**src/rtl/deb_pkg.sv**
```systemverilog
package deb_pkg;

   // Action a lane takes on its hold register for one sample.
   typedef enum logic [1:0] {
      ACT_KEEP  = 2'd0,
      ACT_FORCE = 2'd1,
      ACT_DROP  = 2'd2
   } deb_act_e;

   // Choose the action from two summaries of the updated history.
   function automatic deb_act_e pick_action(input logic agree_hi, input logic agree_lo);
      deb_act_e act;
      if (agree_hi)      act = ACT_FORCE;
      else if (agree_lo) act = ACT_DROP;
      else               act = ACT_KEEP;
      return act;
   endfunction

endpackage

```
**src/rtl/deb_lane.sv**
```systemverilog
module deb_lane #(
   parameter int DEPTH = 3
) (
   input  logic clk,
   input  logic rst,
   input  logic en,
   input  logic raw_bit,
   output logic lvl_q,
   output logic lvl_next
);
   import deb_pkg::*;

   logic [DEPTH-1:0] hist_q;
   logic [DEPTH-1:0] hist_d;
   deb_act_e         act;
   logic             lvl_d;

   // Newest sample enters at bit 0.
   assign hist_d = {hist_q[DEPTH-2:0], raw_bit};
   assign act    = pick_action(&hist_d, ~|hist_d);

   always_comb begin
      unique case (act)
         ACT_FORCE: lvl_d = 1'b1;
         ACT_DROP:  lvl_d = 1'b0;
         default:   lvl_d = lvl_q;
      endcase
   end

   // Value the hold register takes on this edge (held when not sampling).
   assign lvl_next = en ? lvl_d : lvl_q;

   always_ff @(posedge clk) begin
      if (rst) begin
         hist_q <= '0;
         lvl_q  <= 1'b0;
      end else if (en) begin
         hist_q <= hist_d;
         lvl_q  <= lvl_d;
      end
   end

   AST_HOLD_WHEN_IDLE: assert property (@(posedge clk) disable iff (rst)
      !en |=> $stable(lvl_q));
   AST_SET_NEEDS_ONES: assert property (@(posedge clk) disable iff (rst)
      $rose(lvl_q) |-> (&hist_q));
   AST_CLR_NEEDS_ZEROS: assert property (@(posedge clk) disable iff (rst)
      $fell(lvl_q) |-> (~|hist_q));

endmodule

```
**src/rtl/deb_edge.sv**
```systemverilog
module deb_edge #(
   parameter int LANES = 8
) (
   input  logic             clk,
   input  logic             rst,
   input  logic             en,
   input  logic [LANES-1:0] cur_lvl,
   input  logic [LANES-1:0] nxt_lvl,
   output logic [LANES-1:0] rose_q,
   output logic [LANES-1:0] fell_q
);

   always_ff @(posedge clk) begin
      if (rst || !en) begin
         rose_q <= '0;
         fell_q <= '0;
      end else begin
         rose_q <= nxt_lvl & ~cur_lvl;
         fell_q <= cur_lvl & ~nxt_lvl;
      end
   end

   AST_FLAGS_IDLE_ZERO: assert property (@(posedge clk) disable iff (rst)
      !en |=> (rose_q == '0 && fell_q == '0));
   AST_NO_DUAL_FLAG: assert property (@(posedge clk) disable iff (rst)
      (rose_q & fell_q) == '0);
   AST_ROSE_MATCHES_LEVEL: assert property (@(posedge clk) disable iff (rst)
      (|rose_q) |-> ((rose_q & ~cur_lvl) == '0));
   AST_FELL_MATCHES_LEVEL: assert property (@(posedge clk) disable iff (rst)
      (|fell_q) |-> ((fell_q & cur_lvl) == '0));

endmodule

```
**src/rtl/port_debounce.sv**
```systemverilog
module port_debounce #(
   parameter int LANES = 8,
   parameter int DEPTH = 3
) (
   input  logic             clk,
   input  logic             rst,
   input  logic             sample_en,
   input  logic [LANES-1:0] raw_i,
   output logic [LANES-1:0] deb_o,
   output logic [LANES-1:0] rose_o,
   output logic [LANES-1:0] fell_o
);

   localparam int LAST_LANE = LANES - 1;

   generate
      if (LANES < 1) begin : g_bad_lanes
         $error("port_debounce: LANES must be at least 1");
      end
      if (DEPTH < 2) begin : g_bad_depth
         $error("port_debounce: DEPTH must be at least 2");
      end
   endgenerate

   logic [LAST_LANE:0] lvl_q;
   logic [LAST_LANE:0] lvl_next;

   // One filter per lane, all clocked by the same sample tick.
   generate
      for (genvar i = 0; i < LANES; i++) begin : g_lane
         deb_lane #(.DEPTH(DEPTH)) u_lane (
            .clk      (clk),
            .rst      (rst),
            .en       (sample_en),
            .raw_bit  (raw_i[i]),
            .lvl_q    (lvl_q[i]),
            .lvl_next (lvl_next[i])
         );
      end
   endgenerate

   deb_edge #(.LANES(LANES)) u_edge (
      .clk     (clk),
      .rst     (rst),
      .en      (sample_en),
      .cur_lvl (lvl_q),
      .nxt_lvl (lvl_next),
      .rose_q  (rose_o),
      .fell_q  (fell_o)
   );

   assign deb_o = lvl_q;

   AST_RESET_CLEARS: assert property (@(posedge clk)
      rst |=> (deb_o == '0 && rose_o == '0 && fell_o == '0));

endmodule

```
**config.mk**
```make
export PLATFORM = sky130hd
export DESIGN_NAME = port_debounce
export DESIGN_NICKNAME = d
export VERILOG_FILES = /design/src/rtl/deb_pkg.sv /design/src/rtl/deb_lane.sv /design/src/rtl/deb_edge.sv /design/src/rtl/port_debounce.sv
export SDC_FILE = /design/constraint.sdc
export NUM_CORES = 1
export LEC_CHECK = 0
export CAP_MARGIN = 30
export CORE_MARGIN = 2
export CORE_UTILIZATION = 49
export DETAILED_ROUTE_END_ITERATION = 16
export GPL_TIMING_DRIVEN = 0
export MAX_ROUTING_LAYER = met4
export PLACE_DENSITY = 0.78
export SLEW_MARGIN = 30
export SYNTH_ARGS = -nofsm -noshare
export SYNTH_HDL_FRONTEND = slang
export SYNTH_SLANG_ARGS = --single-unit
```
**constraint.sdc**
```tcl
create_clock -name clk -period 1.15 [get_ports clk]
set_input_delay 0.1725 -clock clk [delete_from_list [all_inputs] [get_ports clk]]
set_output_delay 0.1725 -clock clk [all_outputs]
set_load 0.05 [all_outputs]
```
==> results of run 1 <==
[final timing paths]
path	end	slack, ps
hold reg to reg	u_edge.rose_q[2]	480
setup reg to reg	g_lane[1].u_lane.lvl_q	170
setup / recovery	deb_o[4]	30
hold / removal	g_lane[6].u_lane.lvl_q	20
[metrics by stage]
step / setup TNS [ps] / utilization / power (mW) / instances
final: 0 / 0.656 / 2.38 / 241
after global routing: -3.75 / 0.656 / 2.49 / 241
after floorplan: 0 / - / 1.61 / 154
after CTS: 0 / 0.657 / 2.40 / 243
after global placement: -4020 / 0.642 / 1.68 / 230
after detailed placement: -4580 / 0.642 / 1.69 / 230
[area by class of cell]
type | count | area (um^2) | share of cell area
Sequential cell | 40 | 813 | 0.403
Multi-Input combinational cell | 98 | 664 | 0.329
Timing Repair Buffer | 39 | 320 | 0.159
Buffer | 12 | 105 | 0.0520
Tap cell | 44 | 55.1 | 0.0273
Clock buffer | 6 | 51.3 | 0.0254
Clock inverter | 2 | 10.0 | 0.00496
[cells by family (layout without fill, tap and decap cells)]
family	count (synthesis)	count (layout)	share of synthesized area
buffers and inverters	16	59	0.0844
AO/OA/AOI/OAI	9	9	0.0344
AND/OR/NAND/NOR	74	74	0.287
flip-flops	40	40	0.500
multiplexers	15	15	0.0938
[registers in the layout, summed over array words and instances, names as in the netlist]
name and flops:
u_edge.rose_q 8, u_edge.fell_q 8, g_lane.u_lane.lvl_q 8, g_lane.u_lane.hist_q 16
[power groups by stage]
stage / Clock [mW] / Sequential (mW) / Combinational, mW
final: 0.726 / 1.45 / 0.209
after global routing: 0.810 / 1.45 / 0.227
after CTS: 0.744 / 1.45 / 0.209
after detailed placement: 0 / 1.48 / 0.208
after global placement: 0 / 1.48 / 0.201
after floorplan: 0 / 1.47 / 0.132
[per-layer routing]
metal  track usage  part of all wire  wire, um  vias up
met5             -                 0         0        -
met4        0.0932             0.017        57        0
met3        0.0399             0.049       166        7
met2         0.347              0.50      1680       39
met1         0.239              0.44      1480      605
li1              -                 -         -      632
[what timing repair did]
item / CTS / global route
endpoints found under the hold margin: 0 / 0
setup buffers: 5 / 2
endpoints found under the setup margin: 24 / 7
resized for setup: 146 / 5
[cell usage after synthesis (4+ instances only)]
library cell / number / area share
nand4b_1: 7 / 0.038
nor4_2: 4 / 0.031
nor2_1: 30 / 0.070
nand2b_1: 9 / 0.035
buf_6: 4 / 0.028
mux2i_1: 15 / 0.094
a31oi_1: 8 / 0.031
nor4_1: 13 / 0.051
nor4b_1: 7 / 0.038
buf_4: 9 / 0.042
dfxtp_1: 40 / 0.50
==> results.yml, run 1 <==
status:
  status: "completed"
logic_synthesis:
  netlist_area_um2: 1600
  yosys_warnings: 0
  syn_inst: 154
  ys_ff_latch: 40
  synth_fp_nets: 165
  synth_edf_count: 0
  ys_seq_area_frac: 0.500
  syn_area_per_cell_um2: 10.4
  async_flop_share: 0
  ys_types: 17
  synth_ff_type: "dfxtp_1"
cells_and_area:
  nFillCells: 260
  area_growth_pct: 26.2
  layout-drive-gt1-share: 0.320
  final_cell_mix: "32 x dfxtp_1, 30 x nor2_1, 15 x mux2i_1, 15 x buf_2, 13 x nor4_1"
  final_common_cell: "dfxtp_1"
  diodes: 0
  postLayoutCellArea_um2: 2020
  nets: 207
power:
  peakVddDrop_mv: 0.725
  p_int_mw: 1.80
  p_clk_frac: 0.305
  powerDensity_nw_per_um2: 1180
  pwr-share-comb: 0.088
  p_seq_frac: 0.607
  p_switching_uw: 580
  sw_frac_of_total: 0.244
  p_leak_nw: 0.811
worst_setup_path:
  crit_fanout: 2
  reg2reg_depth: 4
  endpoint_kind: "output port"
  cp-start-kind: "flip-flop"
  crit_type: "flip-flop to output port"
  crit_path_start: "g_lane[4].u_lane.lvl_q"
  path_delay_family: "flip-flops"
  slowest_stage: "dfxtp_2"
  cp_num_buf_inv: 2
  max_stage_delay_ps: 340
  critPathRequiredTime_ps: 980
  cp.depth: 2
  crit_chain: "buf_4 -> buf_6"
  cp.arrival_ps: 940
  r2r_start: "g_lane[1].u_lane.lvl_q"
sta:
  setup_viol_count_final: 0
  finalCriticalPeriod_ps: 1120
  final.period_utilization: 0.971
  fin_hold_ws_ps: 23.3
  worst_pin_slew_ps: 503
  hold_violations: 0
  slew-limit-headroom: 0.665
  fmax_mhz: 895
  setup_ws_ps: 32.9
  skew_ps: 2.45
  report.final.slew_viol_count: 0
cts:
  cts-htree-levels: 2
  cts_tree: "built"
  cts_buffer_depth: 2
  cts.hold.buffers_added: 0
  numCtsBuffers: 5
  clkTransAtPathRegs_ps: 110
  clock_sinks: 40
  cts_root_buf: "clkbuf_4"
  clkLatencyLatePin_ps: 340
die:
  die_area_um2: 3740
  rows: 20
  io_pins: 35
  coreArea_um2: 3080
  die_width_um: 61.1
  die_h_um: 61.1
  initial_core_util: 0.520
drt:
  via_per_inst: 5.32
  drtIter0Drc: 50
  wire_per_inst_um: 14.0
  wl_mm: 3.38
  num_vias: 1283
  drtAntennaViolNets: 0
  drtPass1Iterations: 4
  drc: 0
min_path:
  worstHoldPathType: "primary input to flip-flop"
  holdPathStages: 2
  hold_start: "rst"
place:
  dp_slack_ps: -324
  dpl.hpwl_mm: 2.26
  portBuffers: 32
  placed_cell_area_um2: 1980
  gp_congestion: 0.782
global_routing:
  grt_pass1_vias: 1206
  grt-ovfl-total: 0
  track_usage: 0.207
  antenna_found_initial: 0
  grt_pass1_wl_mm: 5.46
  grt_max_degree: 13
flow_run:
  drv_cap: 0
No activity file was read; power rests on OpenSTA's default activity.
==> run 2: changes to the inputs <==
--- a/config.mk
+++ b/config.mk
@@ -7,12 +7,14 @@
 export LEC_CHECK = 0
 export CAP_MARGIN = 30
 export CORE_MARGIN = 2
-export CORE_UTILIZATION = 49
+export CORE_UTILIZATION = 53
+export CTS_BUF_LIST = sky130_fd_sc_hd__clkbuf_16
 export DETAILED_ROUTE_END_ITERATION = 16
 export GPL_TIMING_DRIVEN = 0
 export MAX_ROUTING_LAYER = met4
-export PLACE_DENSITY = 0.78
+export PLACE_DENSITY = 0.83
 export SLEW_MARGIN = 30
 export SYNTH_ARGS = -nofsm -noshare
 export SYNTH_HDL_FRONTEND = slang
+export SYNTH_HIERARCHICAL = 1
 export SYNTH_SLANG_ARGS = --single-unit
==> constraint.sdc (replaced) <==
create_clock -name clk -period 1.4 [get_ports clk]
set_input_delay 0.21 -clock clk [delete_from_list [all_inputs] [get_ports clk]]
set_output_delay 0.21 -clock clk [all_outputs]
set_load 0.05 [all_outputs]
==> run 2 against run 1 <==
Against the previous run:
- clock skew is essentially flat
- core utilization is 9.3 points higher
- setup slack better by 44 ps
- clock power increased by 69%
- largest cell class unchanged
- routed wire length down 7.5%
- sequential share of layout area shrank 1.8 points
- cell area is 3.2% higher
- non-clock buffer count decreased by 15
- hold slack improved by 390 ps
- final cell count is 16% lower
- total power up 8.4%
- largest power group is now clock
- critical path type unchanged
==> results.yml, run 2 <==
power:
  p_switching_uw: 520
  p_seq_frac: 0.459
  sw_frac_of_total: 0.201
  pwr-share-comb: 0.064
  powerDensity_nw_per_um2: 1240
  p_int_mw: 2.06
  peakVddDrop_mv: 1.56
  power_mw: 2.58
  p_leak_nw: 0.838
  p_clk_frac: 0.478
cells_and_area:
  fin_util: 0.749
  multi_input_area_um2: 761
  nets: 182
  final_cell_mix: "40 x dfxtp_1, 24 x nor2_1, 16 x mux2i_1, 16 x dlygate4sd2_1, 16 x and4bb_2"
  layout-drive-gt1-share: 0.291
  final_cells: 203
  seq_area_um2: 801
  final_common_cell: "dfxtp_1"
  top_register: "g_lane.u_lane/hist_q"
  area_growth_pct: 32.6
  largest_reg_flops: 16
  nFillCells: 195
  diodes: 0
logic_synthesis:
  yosys_warnings: 6
  syn_area_per_cell_um2: 12.1
  synth_most_common_cell: "dfxtp_1"
  syn_inst: 130
  synth_edf_count: 0
  synth_top_area_frac: 0.510
  synth_top_cell_by_area: "dfxtp_1"
  ys_ff_latch: 40
  ys_types: 10
  synth_fp_nets: 141
  ys_top_cells_by_count: "40 x dfxtp_1, 24 x nor2_1, 16 x and4bb_2, 16 x mux2i_1"
  async_flop_share: 0
  synth.top_cells.by_area: "dfxtp_1 51%, and4bb_2 13%, mux2i_1 10%"
  synth_ff_type: "dfxtp_1"
  netlist_area_um2: 1570
  ys_seq_area_frac: 0.510
cts:
  numCtsBuffers: 5
  clkTransAtPathRegs_ps: 50
  cts_root_buf: "clkbuf_16"
  cts_tree: "built"
  postCtsSetupBuffers: 0
  clock_sinks: 40
  clkLatencyLatePin_ps: 280
  cts_buffer_depth: 2
  cts-htree-levels: 2
global_routing:
  track_usage: 0.213
  grt-ovfl-total: 0
  grt_pass1_wl_mm: 5.29
  grt_max_degree: 40
  grt_pass1_vias: 1226
  antenna_found_initial: 0
sta:
  hold_violations: 0
  report.final.slew_viol_count: 0
  fmax_mhz: 756
  rsz0062_at_grt: "false"
  final.period_utilization: 0.945
  setup_viol_count_final: 0
  finalCriticalPeriod_ps: 1320
  skew_ps: 2.38
  slew-limit-headroom: 0.614
  setup_ws_ps: 76.4
  worst_pin_slew_ps: 579
  fin_hold_ws_ps: 416
place:
  portBuffers: 34
  gp_congestion: 0.729
  dp.cells: 195
  dpl.hpwl_mm: 2.07
  dp_slack_ps: -311
drt:
  wire_per_inst_um: 15.4
  num_vias: 1188
  drtIter0Drc: 17
  wl_mm: 3.13
  via_per_inst: 5.85
  drtAntennaViolNets: 0
  drtPass1Iterations: 4
  drc: 0
min_path:
  worstHoldPathType: "primary input to flip-flop"
worst_setup_path:
  slowest_stage: "dlygate4sd2_1"
  endpoint_kind: "output port"
  crit_type: "flip-flop to output port"
  critPathRequiredTime_ps: 1190
  max_stage_delay_ps: 530
  path_delay_family: "buffers and inverters"
  crit_fanout: 1
  r2r_slack_ps: 170
  cp_num_buf_inv: 1
  crit_chain: "dlygate4sd2_1"
  cp.arrival_ps: 1110
  cp-start-kind: "flip-flop"
die:
  rows: 19
  initial_core_util: 0.565
  die_h_um: 58.5
  io_pins: 35
  die_width_um: 58.5
  die_area_um2: 3420
  coreArea_um2: 2780
flow_run:
  drv_cap: 0
status:
  status: "completed"
-- run 2: cell types whose count changed after synthesis, moves of 4 or more --
cell,delta
and4bb_2,+16
nor4_1,-13
buf_4,-9
nand2b_1,-9
nor3_1,+8
nand4b_1,-7
nor4b_1,-7
nor4b_2,+7
nor2_1,-6
buf_6,-4
nor4_2,+4
-- run 2: layout make-up --
cell class / instances / share of cell area
clock inverter: 3 / 0.0180
clock buffer: 5 / 0.0601
sequential: 40 / 0.384
timing repair buffer: 34 / 0.149
buffer: 2 / 0.00480
tap: 31 / 0.0186
multi-input combinational: 88 / 0.365
-- run 2: per-layer routing --
metal,global-route usage,wire (um),vias up
met3,0.0571,154,2
li1,-,-,580
met2,0.369,1700,37
met4,0.116,20,0
met1,0.218,1260,569
met5,-,0,-
-- run 2: logic make-up (layout without fill, tap and decap cells) --
group           after synthesis  in the layout  synth area share
simple gates                 64             64             0.350
compound gates                8              8            0.0318
flops                        40             40             0.510
buf+inv                       2             44           0.00636
mux                          16             16             0.102
-- run 2: worst paths after layout --
kind                                   start                         end  cells after the start
setup / recovery            u_edge/fell_q[0]                   fell_o[0]                      1
hold / removal                           rst  g_lane[4].u_lane/hist_q[1]                      2
setup reg to reg  g_lane[2].u_lane/hist_q[1]            u_edge/fell_q[2]                      3
hold reg to reg   g_lane[3].u_lane/hist_q[1]  g_lane[3].u_lane/hist_q[1]                      2
-- run 2: metrics by stage --
stage	area, um^2	TNS (ps)
finish	2080	0
global route	2080	0
CTS	2090	0
detailed placement	1940	-5010
global placement	1950	-38710
floorplan	1570	0
-- run 2: power groups by stage --
| stage | clock (mW) | combinational [mW] | sequential, mW |
|---|---|---|---|
| finish | 1.23 | 0.164 | 1.18 |
| global placement | 0 | 0.159 | 1.21 |
| global route | 1.29 | 0.180 | 1.19 |
| floorplan | 0 | 0.0810 | 1.21 |
| detailed placement | 0 | 0.163 | 1.21 |
| CTS | 1.27 | 0.164 | 1.18 |
-- run 2: what timing repair did --
item	CTS	global route
hold buffers	0	0
cloned	0	0
endpoints found under the setup margin	30	2
gates resized for setup	39	2
